==> config.mk <==
export PLATFORM = sky130hd
export DESIGN_NAME = clk_window_monitor
export DESIGN_NICKNAME = d
export VERILOG_FILES = /design/src/rtl/cwm_pkg.sv /design/src/rtl/cwm_ref_sync.sv /design/src/rtl/cwm_datapath.sv /design/src/rtl/cwm_control.sv /design/src/rtl/clk_window_monitor.sv
export SDC_FILE = /design/constraint.sdc
export NUM_CORES = 1
export LEC_CHECK = 0
export BUFFER_PORTS_ARGS = -buffer_cell sky130_fd_sc_hd__buf_2
export CAP_MARGIN = 10
export CORE_UTILIZATION = 50
export CTS_CLUSTER_DIAMETER = 150
export DETAILED_ROUTE_END_ITERATION = 10
export PLACE_DENSITY = 0.83
export REMOVE_ABC_BUFFERS = 1
export SYNTH_ARGS = -nofsm -noshare
export SYNTH_HDL_FRONTEND = slang
export SYNTH_SLANG_ARGS = --single-unit
==> constraint.sdc <==
create_clock -name clk -period 1.9 [get_ports clk]
set_input_delay 0.095 -clock clk [delete_from_list [all_inputs] [get_ports clk]]
set_output_delay 0.095 -clock clk [all_outputs]
set_load 0.05 [all_outputs]
==> src/rtl/cwm_pkg.sv <==
package cwm_pkg;

  // Strobes issued by the control toward the datapath
  typedef struct packed {
    logic restart;   // reload the period counter
    logic capture;   // store the finished count
    logic evaluate;  // the stored count is valid for comparison
  } cwmStrobe_t;

  // Status returned by the datapath to the control
  typedef struct packed {
    logic aboveMax;
    logic belowMin;
    logic saturated;
  } cwmStatus_t;

endpackage

==> src/rtl/cwm_ref_sync.sv <==
module cwm_ref_sync #(
  parameter int SYNC_STAGES = 2
) (
  input  logic clk,
  input  logic rst_n,
  input  logic refAsync,
  output logic refRise
);

  logic [SYNC_STAGES-1:0] refPipe;
  logic                   refPrev;

  // Multi-flop synchronizer built stage by stage
  generate
    for (genvar s = 0; s < SYNC_STAGES; s++) begin : g_stage
      if (s == 0) begin : g_first
        always_ff @(posedge clk) begin
          if (!rst_n) refPipe[0] <= 1'b0;
          else        refPipe[0] <= refAsync;
        end
      end else begin : g_next
        always_ff @(posedge clk) begin
          if (!rst_n) refPipe[s] <= 1'b0;
          else        refPipe[s] <= refPipe[s-1];
        end
      end
    end
  endgenerate

  always_ff @(posedge clk) begin
    if (!rst_n) refPrev <= 1'b0;
    else        refPrev <= refPipe[SYNC_STAGES-1];
  end

  assign refRise = refPipe[SYNC_STAGES-1] & ~refPrev;

  // one reference edge yields exactly one single-cycle pulse
  a_r3_rise_single: assert property (@(posedge clk) disable iff (!rst_n)
    refRise |=> !refRise);

endmodule

==> src/rtl/cwm_datapath.sv <==
module cwm_datapath
  import cwm_pkg::*;
#(
  parameter int CNT_W = 10
) (
  input  logic             clk,
  input  logic             rst_n,
  input  cwmStrobe_t       strb,
  input  logic [CNT_W-1:0] minLimit,
  input  logic [CNT_W-1:0] maxLimit,
  output cwmStatus_t       dpStat
);

  localparam logic [CNT_W-1:0] CNT_MAX = {CNT_W{1'b1}};
  localparam logic [CNT_W-1:0] CNT_ONE = CNT_W'(1);

  logic [CNT_W-1:0] cycleCount;
  logic [CNT_W-1:0] lastCount;
  logic             atCeiling;

  assign atCeiling = (cycleCount == CNT_MAX);

  // Period counter: reload to one on restart, hold at the ceiling
  always_ff @(posedge clk) begin
    if (!rst_n)            cycleCount <= '0;
    else if (strb.restart) cycleCount <= CNT_ONE;
    else if (!atCeiling)   cycleCount <= cycleCount + CNT_ONE;
  end

  // Capture register for the finished period
  always_ff @(posedge clk) begin
    if (!rst_n)            lastCount <= '0;
    else if (strb.capture) lastCount <= cycleCount;
  end

  always_comb begin
    dpStat.aboveMax  = (lastCount > maxLimit);
    dpStat.belowMin  = (lastCount < minLimit);
    dpStat.saturated = atCeiling;
  end

  // a restart makes the next count exactly one
  a_r3_restart_loads_one: assert property (@(posedge clk) disable iff (!rst_n)
    strb.restart |=> (cycleCount == CNT_ONE));

  // the counter sticks at its ceiling until a restart
  a_r7_ceiling_holds: assert property (@(posedge clk) disable iff (!rst_n)
    (atCeiling && !strb.restart) |=> (cycleCount == CNT_MAX));

endmodule

==> src/rtl/cwm_control.sv <==
module cwm_control
  import cwm_pkg::*;
(
  input  logic       clk,
  input  logic       rst_n,
  input  logic       refRise,
  input  logic       pllLocked,
  input  logic       clearFail,
  input  cwmStatus_t dpStat,
  output cwmStrobe_t strb,
  output logic       clkFail,
  output logic       sysEnable
);

  logic armed;
  logic evalPending;
  logic windowFault;
  logic failNext;

  // The first edge after reset only arms the comparison
  always_ff @(posedge clk) begin
    if (!rst_n) armed <= 1'b0;
    else if (refRise) armed <= 1'b1;
  end

  always_ff @(posedge clk) begin
    if (!rst_n) evalPending <= 1'b0;
    else        evalPending <= refRise & armed;
  end

  always_comb begin
    strb.restart  = refRise;
    strb.capture  = refRise;
    strb.evaluate = evalPending;
  end

  assign windowFault = evalPending & (dpStat.aboveMax | dpStat.belowMin);
  assign failNext    = (clkFail & ~clearFail) | windowFault | dpStat.saturated;

  always_ff @(posedge clk) begin
    if (!rst_n) begin
      clkFail   <= 1'b0;
      sysEnable <= 1'b0;
    end else begin
      clkFail   <= failNext;
      sysEnable <= pllLocked & ~failNext;
    end
  end

  // no lock at an edge means no enable after it
  a_r2_lock_gates_enable: assert property (@(posedge clk) disable iff (!rst_n)
    !pllLocked |=> !sysEnable);

  // the fault stays while no clear is applied
  a_r8_fail_sticky: assert property (@(posedge clk) disable iff (!rst_n)
    (clkFail && !clearFail) |=> clkFail);

  // a saturated counter always yields a fault
  a_r7_stall_sets_fail: assert property (@(posedge clk) disable iff (!rst_n)
    dpStat.saturated |=> clkFail);

  // a new fault comes only from an evaluation or a stall
  a_r5_fail_has_cause: assert property (@(posedge clk) disable iff (!rst_n)
    $rose(clkFail) |-> ($past(strb.evaluate) || $past(dpStat.saturated)));

endmodule

==> src/rtl/clk_window_monitor.sv <==
module clk_window_monitor
  import cwm_pkg::*;
#(
  parameter int CNT_W       = 10,
  parameter int SYNC_STAGES = 2
) (
  input  logic             clk,
  input  logic             rst_n,
  input  logic             refClkIn,
  input  logic             pllLocked,
  input  logic [CNT_W-1:0] minLimit,
  input  logic [CNT_W-1:0] maxLimit,
  input  logic             clearFail,
  output logic             clkFail,
  output logic             sysEnable
);

  logic       refRise;
  cwmStrobe_t strb;
  cwmStatus_t dpStat;

  cwm_ref_sync #(.SYNC_STAGES(SYNC_STAGES)) u_sync (
    .clk      (clk),
    .rst_n    (rst_n),
    .refAsync (refClkIn),
    .refRise  (refRise)
  );

  cwm_datapath #(.CNT_W(CNT_W)) u_dp (
    .clk      (clk),
    .rst_n    (rst_n),
    .strb     (strb),
    .minLimit (minLimit),
    .maxLimit (maxLimit),
    .dpStat   (dpStat)
  );

  cwm_control u_ctl (
    .clk       (clk),
    .rst_n     (rst_n),
    .refRise   (refRise),
    .pllLocked (pllLocked),
    .clearFail (clearFail),
    .dpStat    (dpStat),
    .strb      (strb),
    .clkFail   (clkFail),
    .sysEnable (sysEnable)
  );

endmodule

### Word-level counts from Yosys, hierarchy flattened

Cells that the tools add are included.

| storage, ports and cells | value |
|---|---|
| flip-flop bits (word level) | 27 |
| output and inout bits | 2 |
| logic and storage cells | 30 |

| cells by class | value |
|---|---|
| add/sub/neg operators | 1 |
| order comparisons | 2 |
| equality and inequality tests | 2 |
| mux-type cells | 2 |
| bitwise gates (word level) | 12 |
| reductions and logical operators | 1 |

Operator list:

| operator | count |
|---|---|
| adder 10 x 1 -> 10 bit, second input constant | 1 |
| == test 10 bit, second input constant | 1 |
| greater-than comparator 10 bit | 1 |
| < comparator 10 bit | 1 |
| AND 1 bit | 5 |
| NOT 1 bit | 4 |
| OR 1 bit | 3 |
| two-way mux 1 bit | 2 |
| != test 2 x 1 -> 1 bit, second input constant | 1 |
| OR reduction 2 bit | 1 |

### Longest topological paths before layout

Gate-level depths: netlist of the first run.

| depth | value |
|---|---|
| word-level depth | 7 |
| mapped depth | 7 |
| gate-level depth less buffers | 7 |

### Modules after synthesis

A second synthesis of the first run with hierarchy kept.

| second synthesis, totals | value |
|---|---|
| cell total of the unflattened synthesis | 172 |
| area, all modules | 1574.0 µm² |

Modules (own cells, without submodules):

| module | instances | cells an instance | area each (µm²) | sequential area each (µm²) |
|---|---|---|---|---|
| cwm_datapath | 1 | 151 | 1326.3 | 400.4 |
| cwm_control | 1 | 14 | 155.1 | 80.1 |
| cwm_ref_sync | 1 | 7 | 92.6 | 60.1 |

### Least setup slack after synthesis of the first run

OpenSTA, ideal clock, no wires.

| timing path | value |
|---|---|
| path kind | reg-to-reg |
| start | register u_dp.cycleCount[0] |
| end | register u_dp.cycleCount[3] |
| library setup time | 117 ps |
| data arrival time | 1446 ps |
| required time | 1783 ps |
| path slack | 337 ps |
| stages on the path, launching flop included | 8 |
| path buffers | 1 |
| path through | dfxtp_1 ha_1 nand3_1 or3_1 buf_6 nand4_1 xor2_1 nor2_1 |

| between the ends | value |
|---|---|
| longest elaborated chain between the ends | 1 |
| elaborated cells between the ends (all ways) | 2 |
| those cells by class | add/sub: 1; eq/ne: 1 |

Ends and longest elaborated chain:

| item | RTL line | RTL |
|---|---|---|
| start, declared | cwm_datapath.sv:17 | `logic [CNT_W-1:0] cycleCount;` |
| start signal, assigned | cwm_datapath.sv:27 | `else if (!atCeiling) cycleCount <= cycleCount + CNT_ONE;` |
| adder 10 x 1 -> 10 bit or == test 10 bit (tied branches) | cwm_datapath.sv:27, cwm_datapath.sv:21 |  |

Parallel ways exist; a longest one is shown, timed or not.
A chain may end at the register's enable or synchronous reset.

### Final worst setup path of the first run

Same ends and word-level chain as after synthesis.

==> flow_summary.ini, run 1 <==
[outcome]
outcome = finished, violations left
failed_checks = DRC

[finish]
area.growth.synth_to_final_pct = 11.0
instances_no_fill = 241
diodes = 0
post-route-cell-area_sq_um = 1710
layout-drive-gt1-share_pct = 16.7
design.final.nets = 256
layout.filler_cells = 257

[grt]
groute.layer.met2.usage_pct = 31.9
grt-ovfl-total = 0
grtUsageTotal_pct = 18.2
grt_max_degree = 20
first_global_vias = 1151
grt_antenna_before_repair = 0
groute.layer.met3.usage_pct = 2.04
global_route.peak_usage_layer = met2
met1_usage_pct = 23.3
grt_first_pass_wirelength_microns = 4750

[pwr]
irDropWorstVdd_mv = 0.375
p_leak_nw = 0.828
power.density_nw_per_um2 = 541

[hold_path]
holdPathEnd = u_ctl.sysEnable
worstHoldPathType = in2reg
holdCritStartpoint = pllLocked
min_delay_path_depth = 3

[setup_path]
worstSetupStartpointType = register
startpoint_of_the_most_critical_setup_path = u_dp.cycleCount[0]
crit_required_ns = 2.13
regToRegSetupSlack_ns = 0.22
worst_r2r_startpoint = u_dp.cycleCount[0]
worstPathArrival_ns = 1.91
worstPathMaxFanout = 6
rr_worst_depth = 6
reg2reg_to = u_dp.cycleCount[3]
crit_type = reg2reg
endpoint_kind = register

[sta]
rsz0062_at_grt = no
finalWorstPathRequiredPeriod_ns = 1.68
max_freq_ghz = 0.595
period_share_pct = 88.5
least_setup_slack_across_all_paths_after_layout_ns = 0.219
timing.final.hold_violations = 0
setup_viol = 0
finalClockSkew_ns = 0.00778
timing.max_slew.rel_slack_pct = 79.9
slew_violations = 0
tightestPinTransition_ns = 0.301
setup_tns_ns = 0

[yosys]
syn_inst = 184
async_s_r_ff_share_synth_pct = 0
yosys_register_bits = 27
synth_top_cells_by_area = dfxtp_1, ha_1, nand2_1, a21boi_0, inv_1
yosysWarnings = 0
synthesis.area_sq_um = 1540
synth_seq_area_share_pct = 35.1
netlist_top_cells_count = nand2_1, dfxtp_1, ha_1, inv_1, a21boi_0
cell_with_the_most_instances_after_synthesis = nand2_1
synth_edf_count = 0
post_synth_num_cell_types = 36
synthesized_area_divided_by_synthesized_cell_count_sq_um = 8.38
synthFlopType = dfxtp_1
synth_top_area_share_pct = 35.1
yosys.area.top_type = dfxtp_1

[placed_design]
gp_congestion = 0.812
hpwlAfterDp_microns = 2150
dpl-instance-area_sq_um = 1670
post-place-ws_ns = 0.234
numPortBuffers = 26
place.detailed.instances = 236

[cts]
cts.path.max_buffers = 2
clk-insertion-delay-late_ns = 0.32
cts_resized = 0
clock-root-buffer = clkbuf_4
post_cts.repair.setup_buffers = 0
cts_tree = done
tritoncts_num_sinks = 27
htreeDepth = 1
cts.clk_slew.worst_paths_ns = 0.14
cts_inserted_buffers = 3
post_cts_hold_fix_bufs = 1

[drt]
routed_wirelength_microns = 2770
route.detailed.drc = 5
detail_route.first_pass.iterations = 7
dr.first_iter.drc_count = 60
drt-vias-per-instance = 5.30
vias = 1277
routed_wire_length_per_instance_microns = 11.5
final_antenna_net_count = 0

[floorplan]
placeable_core_area_sq_um = 2830
floorplan.die.width_microns = 57.5
io_pins = 27
die_area_sq_um = 3310
vert_die_dim_microns = 57.5
rows = 19
start_util_pct = 54.5

[run]
cap_viol_max_count = 0
-- cells by family (layout without fill, tap and decap cells) --
kind of cell,Yosys count,in the layout,share of synthesized area [%]
AND/OR/NAND/NOR,69,69,21.8
adder cells (fa/ha/maj),20,20,16.2
buffers and inverters,26,52,7.79
AO/OA/AOI/OAI,37,37,16.2
multiplexers,1,1,0.649
flip-flops,27,27,35.1
XOR/XNOR,4,4,2.27
-- critical path: stages, from the launching register on --
cell and delay [ns]:
dfxtp_1 0.46, ha_1 0.22, nand3_1 0.10, or3_1 0.48, nand4_1 0.14, xor2_1 0.14, nor2_1 0.05
-- worst max-delay path by stage --
stage                         end  slack [ns]  cells after the start
5_1_grt        u_dp.cycleCount[3]        0.07                      6
2_1_floorplan  u_dp.cycleCount[3]        0.36                      6
6_report       u_dp.cycleCount[3]        0.22                      6
4_1_cts        u_dp.cycleCount[3]        0.21                      6
3_5_place_dp   u_dp.cycleCount[3]        0.23                      6
3_3_place_gp        u_ctl.clkFail        0.27                      6
-- layout by cell type, fill, tap and decap left out, types with 2 or more instances in the layout --
cell type | netlist | final
and2_1 | 3 | 3
and3_1 | 4 | 4
a21oi_1 | 7 | 7
nand3_1 | 5 | 5
nand4_1 | 2 | 2
o21ai_0 | 6 | 6
inv_1 | 20 | 20
nor2b_1 | 5 | 5
ha_1 | 20 | 20
nor2_1 | 8 | 8
a21o_1 | 2 | 2
buf_2 | 0 | 26
a21boi_0 | 10 | 10
dfxtp_1 | 27 | 27
nor3_1 | 2 | 2
xor2_1 | 3 | 3
clkbuf_4 | 0 | 3
and4_1 | 2 | 2
a31oi_1 | 3 | 3
a211oi_1 | 2 | 2
nand2_1 | 32 | 32
-- power by group --
group	switching (mW)	internal [mW]
logic	0.0521	0.0489
clock network	0.157	0.0788
registers	0.0108	0.578
total	0.220	0.705
-- through the flow --
stage                     hold slack, ns  utilization, %  total power [mW]
after detailed placement           0.306            59.1             0.700
after global placement             0.305            59.1             0.697
after global routing            0.000595            60.5             0.977
final                            0.00861            60.5             0.925
after floorplan                    0.213               -             0.656
after CTS                        0.00831            60.5             0.931
-- metal layers --
layer  part of all wire, %  wire [microns]
met4                   1.2              33
met3                   3.5              96
met5                     0               0
met2                    45            1260
met1                    50            1390
-- flip-flops by register name, summed over array words and instances (netlist names) --
name,flops
u_dp.cycleCount,10
u_dp.lastCount,10
u_sync.refPipe,2
u_ctl.armed,1
u_ctl.clkFail,1
u_ctl.evalPending,1
u_ctl.sysEnable,1
u_sync.refPrev,1
-- final cells by class --
class,instances,area (sq um),area share [%]
Multi-Input combinational cell,131,881,51.5
Sequential cell,27,541,31.6
Timing Repair Buffer,28,148,8.63
Inverter,20,75.1,4.39
Tap cell,31,38.8,2.27
Clock buffer,3,22.5,1.32
Clock inverter,1,5.00,0.293
Note: power is estimated with default switching activity, not from simulation.
==> inputs of run 2 (changes only) <==
--- a/config.mk
+++ b/config.mk
@@ -5,6 +5,7 @@
 export SDC_FILE = /design/constraint.sdc
 export NUM_CORES = 1
 export LEC_CHECK = 0
+export ABC_AREA = 1
 export BUFFER_PORTS_ARGS = -buffer_cell sky130_fd_sc_hd__buf_2
 export CAP_MARGIN = 10
 export CORE_UTILIZATION = 50
==> flow_summary.ini, run 2 <==
[outcome]
outcome = finished, violations left
failed_checks = DRC

[yosys]
synth_compound_area_share_pct = 13.9
yosys.area.top_type = dfxtp_1
netlist_top_cells_count = nand2_1, inv_1, dfxtp_1, ha_1, o21ai_0
async_s_r_ff_share_synth_pct = 0
yosys_register_bits = 27
synthFlopType = dfxtp_1
syn_inst = 210
cell_with_the_most_instances_after_synthesis = nand2_1
synth_seq_area_share_pct = 35.0
muxShareOfSynthArea_pct = 0
synth_edf_count = 0
yosysWarnings = 0
synth_top_cells_by_area = dfxtp_1, ha_1, nand2_1, inv_1, o21ai_0
main_combinational_cell_family_by_area_after_synthesis = simple AND/OR/NAND/NOR gates
synthesized_area_divided_by_synthesized_cell_count_sq_um = 7.35
synthAdderAreaFrac_pct = 16.2
yosys.area_share.xor_xnor_pct = 0
synthesis.area_sq_um = 1540
post_synth_num_cell_types = 27
synth_top_area_share_pct = 35.0
synth_simple_gate_area_share_pct = 22.2

[sta]
finalWorstPathRequiredPeriod_ns = 1.48
finalClockSkew_ns = 0.00505
setup_tns_ns = 0
max_freq_ghz = 0.675
rsz0062_at_grt = no
tightestPinTransition_ns = 0.462
timing.max_slew.rel_slack_pct = 69.2
setup_viol = 0
least_setup_slack_across_all_paths_after_layout_ns = 0.418
period_share_pct = 78.0
timing.final.hold_violations = 0
slew_violations = 0

[cts]
post_cts.repair.setup_buffers = 0
htreeDepth = 1
clk-insertion-delay-late_ns = 0.31
cts.clk_slew.worst_paths_ns = 0.13
tritoncts_num_sinks = 27
cts.path.max_buffers = 2
post_cts_hold_fix_bufs = 2
clock-root-buffer = clkbuf_4
cts_inserted_buffers = 3
cts_resized = 0
cts_tree = done

[placed_design]
gp_congestion = 0.795
hpwlAfterDp_microns = 2140
place.detailed.instances = 266
post-place-ws_ns = 0.452
numPortBuffers = 26

[hold_path]
holdPathEnd = u_sync.refPipe[1]
min_delay_path_depth = 3
worstHoldPathType = in2reg
holdCritStartpoint = rst_n

[drt]
dr.first_iter.drc_count = 33
route.detailed.drc = 4
drt-vias-per-instance = 4.98
final_antenna_net_count = 0
detail_route.first_pass.iterations = 8
routed_wirelength_microns = 2690
routed_wire_length_per_instance_microns = 9.87
vias = 1354

[pwr]
switching_fraction_of_total_power_pct = 23.6
total_power_uw = 923
p_leak_nw = 0.948
power.clock.fraction_pct = 25.3
cell_internal_power_uw = 705
power.sequential.fraction_pct = 63.3
power.density_nw_per_um2 = 527
comb_power_share_pct = 11.5
irDropWorstVdd_mv = 0.417
power.net_switching_uw = 218

[setup_path]
rr_worst_depth = 10
timing.critical_path.cells = ha_1, nand2_1, nor2_1, nand3_1, nand3_1, nand2_1, nand2_1, nand2_1, nand2_1, nor2_1
worstPathArrival_ns = 1.70
endpoint_kind = register
worstSetupStartpointType = register
slowest_stage = dfxtp_1
worst_r2r_startpoint = u_dp.lastCount[9]
regToRegSetupSlack_ns = 0.42
crit_required_ns = 2.12
reg2reg_to = u_ctl.sysEnable
crit_type = reg2reg
crit_top_cell = nand2_1
worstPathMaxFanout = 3
worst_path_largest_cell_delay_ns = 0.36

[grt]
grt_first_pass_wirelength_microns = 4760
grt_antenna_before_repair = 0
grtUsageTotal_pct = 18.1
grt-ovfl-total = 0
first_global_vias = 1189
grt_max_degree = 16

[finish]
layout_commonest_cell = nand2_1
layout-drive-gt1-share_pct = 16.6
postLayoutCoreUtil_pct = 61.9
layout.filler_cells = 267
design.final.nets = 287
largestRegisters = u_dp.cycleCount x10, u_dp.lastCount x10, u_sync.refPipe x2
layout.cells.most_common_list = nand2_1, inv_1, dfxtp_1, buf_2, ha_1
instances_no_fill = 272
diodes = 0
area.growth.synth_to_final_pct = 13.5

[floorplan]
floorplan.die.width_microns = 57.5
placeable_core_area_sq_um = 2830
start_util_pct = 54.5
vert_die_dim_microns = 57.5
io_pins = 27
rows = 19
die_area_sq_um = 3310

[run]
cap_viol_max_count = 0
## run 2: changes by cell type in the layout (fill, tap and decap cells not counted), moves of 2 or more
cell,previous run,this run
o21ai_0,6,14
nand2_1,32,51
xor2_1,3,0
and2_1,3,0
a211oi_1,2,0
and4_1,2,0
nor2b_1,5,0
nor2_2,0,2
a21oi_1,7,12
inv_1,20,47
a21boi_0,10,0
and3_1,4,0
nand3_2,0,2
## run 2: cells by family after synthesis
group / after synthesis
AO/OA/AOI/OAI: 37
adder cells (fa/ha/maj): 20
buffers and inverters: 50
flip-flops: 27
AND/OR/NAND/NOR: 76
## run 2: metal layers
layer | vias up | share of wire, % | GRT usage (%)
li1 | 733 | - | -
met1 | 579 | 50 | 23.9
met2 | 40 | 44 | 31.2
met3 | 2 | 5.4 | 1.36
met4 | 0 | 0.45 | 6.27
met5 | - | 0 | 0
## run 2: worst max-delay path by stage
stage / start / endpoint / slack, ns / depth (start not counted)
2_1_floorplan: u_dp.lastCount[9] / u_ctl.sysEnable / 0.61 / 10
3_3_place_gp: u_dp.lastCount[9] / u_ctl.sysEnable / 0.48 / 10
3_5_place_dp: u_dp.lastCount[9] / u_ctl.sysEnable / 0.45 / 10
4_1_cts: u_dp.lastCount[9] / u_ctl.sysEnable / 0.42 / 10
5_1_grt: u_dp.lastCount[8] / u_ctl.sysEnable / 0.26 / 10
6_report: u_dp.lastCount[9] / u_ctl.sysEnable / 0.42 / 10
## run 2: power by group through the flow
stage               Sequential, mW  Combinational, mW  Clock (mW)
floorplan                    0.600             0.0581           0
global placement             0.596              0.100           0
detailed placement           0.597              0.103           0
CTS                          0.584              0.106       0.248
global route                 0.586              0.123       0.268
finish                       0.584              0.106       0.233
## run 2: critical path: cells and delay by family (launching register included)
| kind | cells | cell delay, ns |
|---|---|---|
| adder cells (fa/ha/maj) | 1 | 0.29 |
| AND/OR/NAND/NOR | 9 | 0.74 |
| flip-flops | 1 | 0.36 |
## run 2: area by class of cell
class                           count  area [sq um]  share of cell area (%)
Multi-Input combinational cell    133           808                    46.2
Sequential cell                    27           541                    30.9
Inverter                           49           186                    10.7
Timing Repair Buffer               28           150                    8.58
Tap cell                           31          38.8                    2.22
Clock buffer                        4          26.3                    1.50
## run 2: per-stage QoR
step	instance area (sq um)	hold WS [ns]
after CTS	1750	0.0104
after global routing	1750	0.00766
after detailed placement	1700	0.285
after global placement	1700	0.280
final	1750	0.0214
after floorplan	1540	0.188
